[src/rtl/sys_cfg_pkg.sv]
package sys_cfg_pkg;
  localparam int NREG     = 11;
  localparam int DW       = 32;
  localparam int IDX_FLAG = 7;
  localparam int SEL_BASE = 2;

  localparam logic [DW-1:0] RST_VAL [NREG] = '{
    32'h0, 32'h7C000001, 32'h0, 32'h0, 32'h0, 32'h0,
    32'h0, 32'h0, 32'h0, 32'h0, 32'h0};
  localparam logic [DW-1:0] RW_MSK [NREG] = '{
    32'h00000107, 32'hFCFF0100, 32'h0000FFFF, 32'h0000FFFF, 32'h0000FFFF,
    32'h0000FFFF, 32'h0, 32'h0, 32'h0, 32'h000000FF, 32'h0};
  localparam logic [DW-1:0] SO_MSK [NREG] = '{
    32'h0, 32'h0, 32'h0, 32'h0, 32'h0, 32'h0,
    32'h0, 32'h0000000F, 32'hFFFFFFFF, 32'h0, 32'hFFFFFFFF};
  localparam logic [DW-1:0] CO_MSK [NREG] = '{
    32'h0, 32'h00000001, 32'h0, 32'h0, 32'h0, 32'h0,
    32'h0, 32'h0, 32'h0, 32'h0, 32'h0};
  localparam logic [DW-1:0] W1C_MSK [NREG] = '{
    32'h0, 32'h0, 32'h0, 32'h0, 32'h0, 32'h0,
    32'h0, 32'h00000100, 32'h0, 32'h0, 32'h0};
endpackage

[src/rtl/cfg_bit_reg.sv]
module cfg_bit_reg #(
  parameter int          DW    = 32,
  parameter logic [DW-1:0] RST_V = '0,
  parameter logic [DW-1:0] RW_M  = '0,
  parameter logic [DW-1:0] SO_M  = '0,
  parameter logic [DW-1:0] CO_M  = '0,
  parameter logic [DW-1:0] W1C_M = '0
) (
  input  logic          clk,
  input  logic          rst_n,
  input  logic          wr_en,
  input  logic [DW-1:0] wdata,
  input  logic [DW-1:0] hw_set,
  output logic [DW-1:0] q
);
  logic [DW-1:0] q_nxt;
  logic [DW-1:0] wd;
  logic          upd;

  always_comb begin
    wd    = wr_en ? wdata : '0;
    q_nxt = (wr_en ? (wdata & RW_M) : (q & RW_M))
          | (SO_M  & (q | wd))
          | (CO_M  & q & (wr_en ? wdata : '1))
          | (W1C_M & ((q & ~wd) | hw_set));
    upd   = wr_en | (|(hw_set & W1C_M));
  end

  always_ff @(posedge clk or negedge rst_n) begin
    if (!rst_n)   q <= RST_V;
    else if (upd) q <= q_nxt;
  end
endmodule

[src/rtl/cfg_regfile.sv]
module cfg_regfile
  import sys_cfg_pkg::*;
#(
  parameter int ADDR_W = 6
) (
  input  logic              clk,
  input  logic              rst_n,
  input  logic [ADDR_W-1:0] bus_addr,
  input  logic              bus_wr,
  input  logic [DW-1:0]     bus_wdata,
  input  logic              err_event,
  output logic [DW-1:0]     bus_rdata,
  output logic [NREG*DW-1:0] reg_flat
);
  localparam int IW = ADDR_W - 2;
  logic [IW-1:0] idx;
  logic [DW-1:0] q [NREG];

  assign idx = bus_addr[ADDR_W-1:2];

  for (genvar i = 0; i < NREG; i++) begin : g_reg
    logic          we_i;
    logic [DW-1:0] hs_i;
    assign we_i = bus_wr && (idx == IW'(i));
    if (i == IDX_FLAG) begin : g_hw
      assign hs_i = W1C_MSK[i] & {DW{err_event}};
    end else begin : g_nohw
      assign hs_i = '0;
    end
    cfg_bit_reg #(
      .DW(DW), .RST_V(RST_VAL[i]), .RW_M(RW_MSK[i]), .SO_M(SO_MSK[i]),
      .CO_M(CO_MSK[i]), .W1C_M(W1C_MSK[i])
    ) u_reg (
      .clk(clk), .rst_n(rst_n), .wr_en(we_i), .wdata(bus_wdata),
      .hw_set(hs_i), .q(q[i])
    );
    assign reg_flat[i*DW +: DW] = q[i];
  end

  always_comb begin
    bus_rdata = '0;
    for (int i = 0; i < NREG; i++)
      if (idx == IW'(i)) bus_rdata = q[i];
  end
endmodule

[src/rtl/line_mux.sv]
module line_mux #(
  parameter int N_PORTS = 8,
  parameter int N_LINES = 16,
  parameter int SEL_W   = 4
) (
  input  logic [N_LINES*SEL_W-1:0]   sel_flat,
  input  logic [N_PORTS*N_LINES-1:0] gpio_in,
  output logic [N_LINES-1:0]         irq_line
);
  localparam int PW = (N_PORTS > 1) ? $clog2(N_PORTS) : 1;

  for (genvar n = 0; n < N_LINES; n++) begin : g_line
    logic [SEL_W-1:0]   sel;
    logic [N_PORTS-1:0] col;
    assign sel = sel_flat[n*SEL_W +: SEL_W];
    for (genvar p = 0; p < N_PORTS; p++) begin : g_col
      assign col[p] = gpio_in[p*N_LINES + n];
    end
    always_comb begin
      if (int'(sel) < N_PORTS) irq_line[n] = col[sel[PW-1:0]];
      else                     irq_line[n] = 1'b0;
    end
  end
endmodule

[src/rtl/sys_cfg_mux.sv]
module sys_cfg_mux
  import sys_cfg_pkg::*;
#(
  parameter int ADDR_W  = 6,
  parameter int N_PORTS = 8,
  parameter int N_LINES = 16,
  parameter int SEL_W   = 4
) (
  input  logic                       clk,
  input  logic                       rst_n,
  input  logic [ADDR_W-1:0]          bus_addr,
  input  logic                       bus_wr,
  input  logic [31:0]                bus_wdata,
  output logic [31:0]                bus_rdata,
  input  logic                       err_event,
  input  logic [N_PORTS*N_LINES-1:0] gpio_in,
  output logic [N_LINES-1:0]         irq_line
);
  localparam int FPR = DW / 2 / SEL_W;
  logic [NREG*DW-1:0]        reg_flat;
  logic [N_LINES*SEL_W-1:0]  sel_flat;

  cfg_regfile #(.ADDR_W(ADDR_W)) u_rf (
    .clk(clk), .rst_n(rst_n), .bus_addr(bus_addr), .bus_wr(bus_wr),
    .bus_wdata(bus_wdata), .err_event(err_event), .bus_rdata(bus_rdata),
    .reg_flat(reg_flat)
  );

  for (genvar n = 0; n < N_LINES; n++) begin : g_sel
    assign sel_flat[n*SEL_W +: SEL_W] =
      reg_flat[(SEL_BASE + n/FPR)*DW + (n%FPR)*SEL_W +: SEL_W];
  end

  line_mux #(.N_PORTS(N_PORTS), .N_LINES(N_LINES), .SEL_W(SEL_W)) u_mux (
    .sel_flat(sel_flat), .gpio_in(gpio_in), .irq_line(irq_line)
  );
endmodule

[config.mk]
export PLATFORM = sky130hd
export DESIGN_NAME = sys_cfg_mux
export DESIGN_NICKNAME = d
export VERILOG_FILES = /design/src/rtl/sys_cfg_pkg.sv /design/src/rtl/cfg_bit_reg.sv /design/src/rtl/cfg_regfile.sv /design/src/rtl/line_mux.sv /design/src/rtl/sys_cfg_mux.sv
export SDC_FILE = /design/constraint.sdc
export NUM_CORES = 1
export LEC_CHECK = 0
export ABC_AREA = 1
export BUFFER_PORTS_ARGS = -buffer_cell sky130_fd_sc_hd__buf_2
export CAP_MARGIN = 15
export CORE_ASPECT_RATIO = 0.6
export CORE_MARGIN = 3
export CORE_UTILIZATION = 51
export CTS_CLUSTER_SIZE = 30
export DETAILED_ROUTE_END_ITERATION = 8
export PLACE_DENSITY_LB_ADDON = 0.05
export SLEW_MARGIN = 20
export SYNTH_ARGS = -nofsm -noshare
export SYNTH_HDL_FRONTEND = slang
export SYNTH_SLANG_ARGS = --single-unit
[constraint.sdc]
create_clock -name clk -period 1.53 [get_ports clk]
set_input_delay 0.153 -clock clk [delete_from_list [all_inputs] [get_ports clk]]
set_output_delay 0.153 -clock clk [all_outputs]
set_load 0.01 [all_outputs]
* Yosys cells after proc, flatten, opt, wreduce, memory -nomap -nowiden
Index checks and enable logic that the tools add are counted.
** Operators by class
- Muxes and demuxes :: 64
- Equality and inequality tests :: 10
- Bitwise gates (word level) :: 10
- $lt $le $gt $ge :: 32
- Reduce and logical (&&, ||, !) cells :: 11
** Operators with widths (number)
- two-way mux 32 bit :: 14
- bitwise OR 32 bit :: 3
- < comparator 3 x 4 -> 1 bit, second input constant :: 16
- < comparator 4 bit, second input constant :: 16
- binary-select mux 1 bit (select 3 bit) :: 16
- AND 1 x 32 -> 32 bit :: 1
- two-way mux 1 bit :: 32
- two-way mux 9 bit :: 2
- equality test 4 x 3 -> 1 bit, second input constant :: 4
- equality test 4 bit, second input constant :: 3
- logical AND 1 bit :: 10
- AND 9 bit :: 1
- inverter 9 bit :: 1
- bitwise OR 4 x 9 -> 9 bit :: 1
- bitwise OR 9 bit :: 1
- equality test 4 x 2 -> 1 bit, second input constant :: 2
- equality test 4 x 1 -> 1 bit, second input constant :: 1
- zero test 4 bit :: 1
- bitwise OR 4 bit :: 1
- bitwise OR 1 bit :: 1
** Storage, ports and cells
- Bits of input ports :: 170
- Bits in registers :: 181
- Output and inout port bits :: 48

* Logic depth before layout (Yosys ltp)
- Depth in word-level cells :: 12
- Depth in mapped cells :: 9
- Mapped depth without buffers :: 9

* Cells and area by module
From an unflattened synthesis, not the netlist that was laid out.
** Unflattened totals
- Cells, all modules :: 1975
- Area total of the unflattened synthesis :: 12467.0 µm²
** Modules (own cells, without submodules)
- cfg_bit_reg at u_rf.g_reg[2].u_reg ... :: instances 4, cells an instance 85, sequential area each 400.4 µm², area an instance 768.2 µm²
- cfg_regfile :: instances 1, cells an instance 654, sequential area each 0.0 µm², area an instance 2931.6 µm²
- cfg_bit_reg at u_rf.g_reg[10].u_reg ... :: instances 2, cells an instance 131, sequential area each 800.8 µm², area an instance 1194.9 µm²
- line_mux :: instances 1, cells an instance 448, sequential area each 0.0 µm², area an instance 1781.7 µm²
- cfg_bit_reg at u_rf.g_reg[1].u_reg :: instances 1, cells an instance 84, sequential area each 407.9 µm², area an instance 803.3 µm²
- cfg_bit_reg at u_rf.g_reg[9].u_reg :: instances 1, cells an instance 59, sequential area each 200.2 µm², area an instance 489.2 µm²
- cfg_bit_reg at u_rf.g_reg[7].u_reg :: instances 1, cells an instance 49, sequential area each 125.1 µm², area an instance 391.6 µm²
- cfg_bit_reg at u_rf.g_reg[0].u_reg :: instances 1, cells an instance 46, sequential area each 100.1 µm², area an instance 362.8 µm²
- cfg_bit_reg at u_rf.g_reg[6].u_reg :: instances 1, cells an instance 33, sequential area each 0.0 µm², area an instance 244.0 µm²

* Least setup slack after synthesis
OpenSTA, ideal clock, no wires.
- Kind :: input-to-output
- Start :: in bus_addr[5]
- End :: out bus_rdata[6]
- Required time :: 1.377 ns
- Arrival time :: 1.087 ns
- Cell stages on the path :: 7
- Slack :: 0.290 ns
- Path through :: inv_1 > nor2_1 > nand2_2 > inv_2 > clkbuf_1 > nand2_1 > nand4_1
** Between the ends
- Longest elaborated chain between the ends :: 11
- Elaborated cells on any way between the ends :: 20
- Classes of those cells :: eq/ne: 10; mux: 10
** Ends and longest elaborated chain
- from (decl) :: line sys_cfg_mux.sv:11 : input logic [ADDR_W-1:0] bus_addr,
- equality test 4 x 1 -> 1 bit :: line cfg_regfile.sv:43 : if (idx == IW'(i)) bus_rdata = q[i];
- two-way mux 32 bit (9 in series) :: line cfg_regfile.sv:43
- two-way mux 32 bit (*) :: line cfg_regfile.sv:43
- to (decl) :: line sys_cfg_mux.sv:14 : output logic [31:0] bus_rdata,
Every way passes the cells marked *; elsewhere a longest branch is shown, timed or not.

* Worst setup path after layout
- Start :: reg u_rf.g_reg[2].u_reg.q[4]
- End :: out bus_rdata[4]
** Between the ends
- Longest elaborated chain between the ends :: 9
** Ends and longest elaborated chain
- from (decl) :: line cfg_bit_reg.sv:14 : output logic [DW-1:0] q
- from (signal assigned) :: line cfg_bit_reg.sv:31 : else if (upd) q <= q_nxt;
- two-way mux 32 bit (9 in series) :: line cfg_regfile.sv:43
Every way passes these cells.

==> flow_metrics.py <==
metrics = {
    "logic_synthesis": {
        "yosysSeqAreaShare": 0.509,
        "synth_edf_count": 0,
        "synth_cell_types": 23,
        "synthesis.nets": 1181,
        "synth_compound_area_frac": 0.218,
        "synthAdderAreaFrac": 0,
        "synth_top_family_by_area": "compound AO/OA/AOI/OAI gates",
        "synth.avg_cell_area_sq_um": 7.85,
        "synth_warnings": 0,
        "netlist_area_sq_um": 7940,
        "ys_ff_latch": 161,
        "synth_xor_area_frac": 0,
        "synth_cells": 1011,
        "synth-simple-area-share": 0.188,
        "synth-async-reset-ratio": 1.00,
        "synth_ff_type": "dfrtp_1",
        "synth.area.mux_share": 0.0101,
    },
    "cells_and_area": {
        "antenna_cells": 0,
        "largest_register_ffs": 161,
        "regMostFlops": "u_rf.g.u_reg.q",
        "drive_gt1_frac": 0.365,
        "multi_input_comb_area_sq_um": 3730,
        "fillers": 1117,
        "syn_to_final_growth_pct": 39.4,
        "regArea_sq_um": 4070,
        "reg_top3": "u_rf.g.u_reg.q x161",
        "fin_nets": 1466,
    },
    "cts": {
        "root_buffer": "clkbuf_16",
        "clock-sinks": 161,
        "path_clk_slew_ps": 70,
        "cts_tree": "built",
        "cts-htree-levels": 4,
        "insertion_delay_ps": 410,
        "cts_buffers": 17,
        "clock_path_buffers": 2,
    },
    "worst_setup_path": {
        "crit_chain": "buf_4 > buf_6 > nand2_4 > nand3_4 > nand2_2 > nand4_1 > buf_2",
        "cp-end-kind": "primary output",
        "worst-path-max-fanout": 6,
        "crit_type": "reg2out",
        "cp-start-kind": "register",
        "worstPathArrival_ps": 1630,
        "cp_slowest_stage_delay_ps": 470,
        "cp_top_family": "flip-flops",
        "r2r_end": "u_rf.g_reg[2].u_reg.q[4]",
        "rr_worst_depth": 4,
        "timing.rr.start": "u_rf.g_reg[2].u_reg.q[4]",
        "critPathRequiredTime_ps": 1380,
        "cp.depth": 7,
        "crit_slowest_cell": "dfrtp_2",
        "path_buf_inv": 3,
        "rrSetupSlack_ps": 560,
    },
    "run_status": {
        "violations": "negative setup slack",
        "status": "finished with violations",
    },
    "worst_hold_path": {
        "min_from": "bus_wdata[26]",
        "hp-class": "in2reg",
        "hold_depth": 3,
        "min_to": "u_rf.g_reg[1].u_reg.q[26]",
    },
    "global_routing": {
        "grt_pass1_vias": 7527,
        "track_usage": 0.293,
        "grt_max_degree": 43,
        "antenna_found_initial": 0,
        "globalRoute.totalOverflow": 0,
        "grt_pass1_wl_mm": 39.5,
    },
    "place": {
        "dp_slack_ps": -50.2,
        "portBuffers": 215,
        "dpl.hpwl_mm": 18.0,
        "gp_routability_congestion": 0.923,
    },
    "drt": {
        "viasPerCell": 5.45,
        "drt_pass1_iterations": 5,
        "wire_per_inst_microns": 17.0,
        "antenna_left": 0,
        "wl_mm": 25.6,
        "drtIter0Drc": 744,
        "vias": 8212,
        "drc": 0,
    },
    "timing": {
        "fmax_mhz": 559,
        "finalClockSkew_ps": 0,
        "fin_setup_tns_ps": -3950,
        "period_minus_slack_ps": 1790,
        "worst_slew_pin_slew_ps": 453,
        "setup_ws_ps": -258,
        "hold_viol_final": 0,
        "setup_violations": 28,
        "slew_headroom": 0.697,
        "drv_slew": 0,
        "rsz0062_at_grt": "yes",
        "fin_crit_sh": 1.17,
    },
    "floorplan": {
        "num_rows": 34,
        "pin_count": 218,
        "die_w_microns": 167,
        "dieArea_sq_um": 17100,
        "die_y_microns": 103,
        "coreArea_sq_um": 14800,
        "initial_core_util": 0.535,
    },
    "pwr": {
        "ir_worst_vdd_mv": 0.735,
        "power_leakage_nw": 5.54,
        "p_total_mw": 13.2,
        "p_per_area_nw_per_um2": 1200,
    },
    "flow_run": {
        "drv_cap": 0,
    },
}
==> how the worst max path moves through the flow <==
stage	start	endpoint	slack (ps)
6_report	u_rf.g_reg[2].u_reg.q[4]	bus_rdata[4]	-260
5_1_grt	u_rf.g_reg[2].u_reg.q[4]	irq_line[1]	-340
4_1_cts	u_rf.g_reg[0].u_reg.q[8]	bus_rdata[8]	-230
3_5_place_dp	bus_addr[2]	bus_rdata[10]	-50
3_3_place_gp	bus_addr[5]	bus_rdata[2]	-50
2_1_floorplan	bus_addr[5]	bus_rdata[6]	290
==> stage by stage <==
stage / util / cell area (sq um) / hold WS (ps) / std cells
detailed placement: 0.647 / 9600 / 95.2 / 1436
floorplan: - / 7940 / -143 / 1011
CTS: 0.719 / 10700 / 4.63 / 1492
global route: 0.745 / 11100 / 25.1 / 1507
global placement: 0.647 / 9600 / 96.5 / 1436
finish: 0.745 / 11100 / 11.3 / 1507
==> per-layer routing <==
layer	routed length [microns]	share of wire	GRT usage
met5	0	0	0
met2	10700	0.42	0.420
met4	197	0.0077	0.0482
met3	2670	0.10	0.0805
met1	12000	0.47	0.453
==> cells by family after synthesis <==
kind of cell,count (synthesis)
buf+inv,157
simple gates,375
compound gates,310
mux,8
flops,161
==> power breakdown <==
group / switching, mW / internal, mW
clock: 1.89 / 2.47
sequential: 0.667 / 4.98
combinational: 1.71 / 1.52
==> area by class of cell <==
class / count / share of cell area
flip-flops and latches: 161 / 0.367
multi-input cells: 693 / 0.337
repair buffers: 301 / 0.176
inverters: 122 / 0.0432
clock buffers: 18 / 0.0388
well taps: 198 / 0.0224
clock inverters: 14 / 0.0154
==> worst register-to-register path: stages, from the launching register on <==
cell	delay (ps)
dfrtp_2	470
buf_4	160
buf_6	110
nand2_1	50
o21ai_0	70
==> layout by cell type (no fill, tap or decap), types with 7 or more instances in the layout <==
master	n
a21oi_2	12
buf_12	11
buf_2	213
buf_4	53
buf_6	18
clkbuf_16	17
dfrtp_1	132
dfrtp_2	23
inv_1	90
inv_2	27
mux2i_1	8
nand2_1	209
nand2_2	14
nand3_1	12
nand3_2	12
nand4_1	11
nor2_1	86
nor2_2	18
o21a_1	7
o21ai_0	156
o21ai_1	58
o21ai_2	9
o21bai_1	33
o221ai_1	11
o22ai_1	9
==> synthesized netlist by cell type (6+ instances only) <==
master / number / area, sq um
clkbuf_1: 24 / 90.1
buf_2: 9 / 45.0
dfstp_2: 6 / 158
a21oi_1: 14 / 70.1
o21bai_1: 33 / 248
inv_1: 115 / 432
o21ai_0: 222 / 1110
o21a_1: 7 / 52.6
o221ai_1: 14 / 123
nand2_1: 224 / 841
dfrtp_1: 155 / 3880
nand3_1: 26 / 130
nand4_1: 11 / 68.8
mux2i_1: 8 / 80.1
inv_2: 7 / 26.3
o22ai_1: 19 / 119
nor2_1: 106 / 398
==> timing repair <==
item,in CTS,in global routing
setup endpoints to repair,31,40
gates resized for setup,151,91
pin swaps,80,69
hold buffers,6,0
setup buffers,19,15
gates cloned,1,0
hold endpoints to repair,42,0
(Power assumes the default switching activity.)
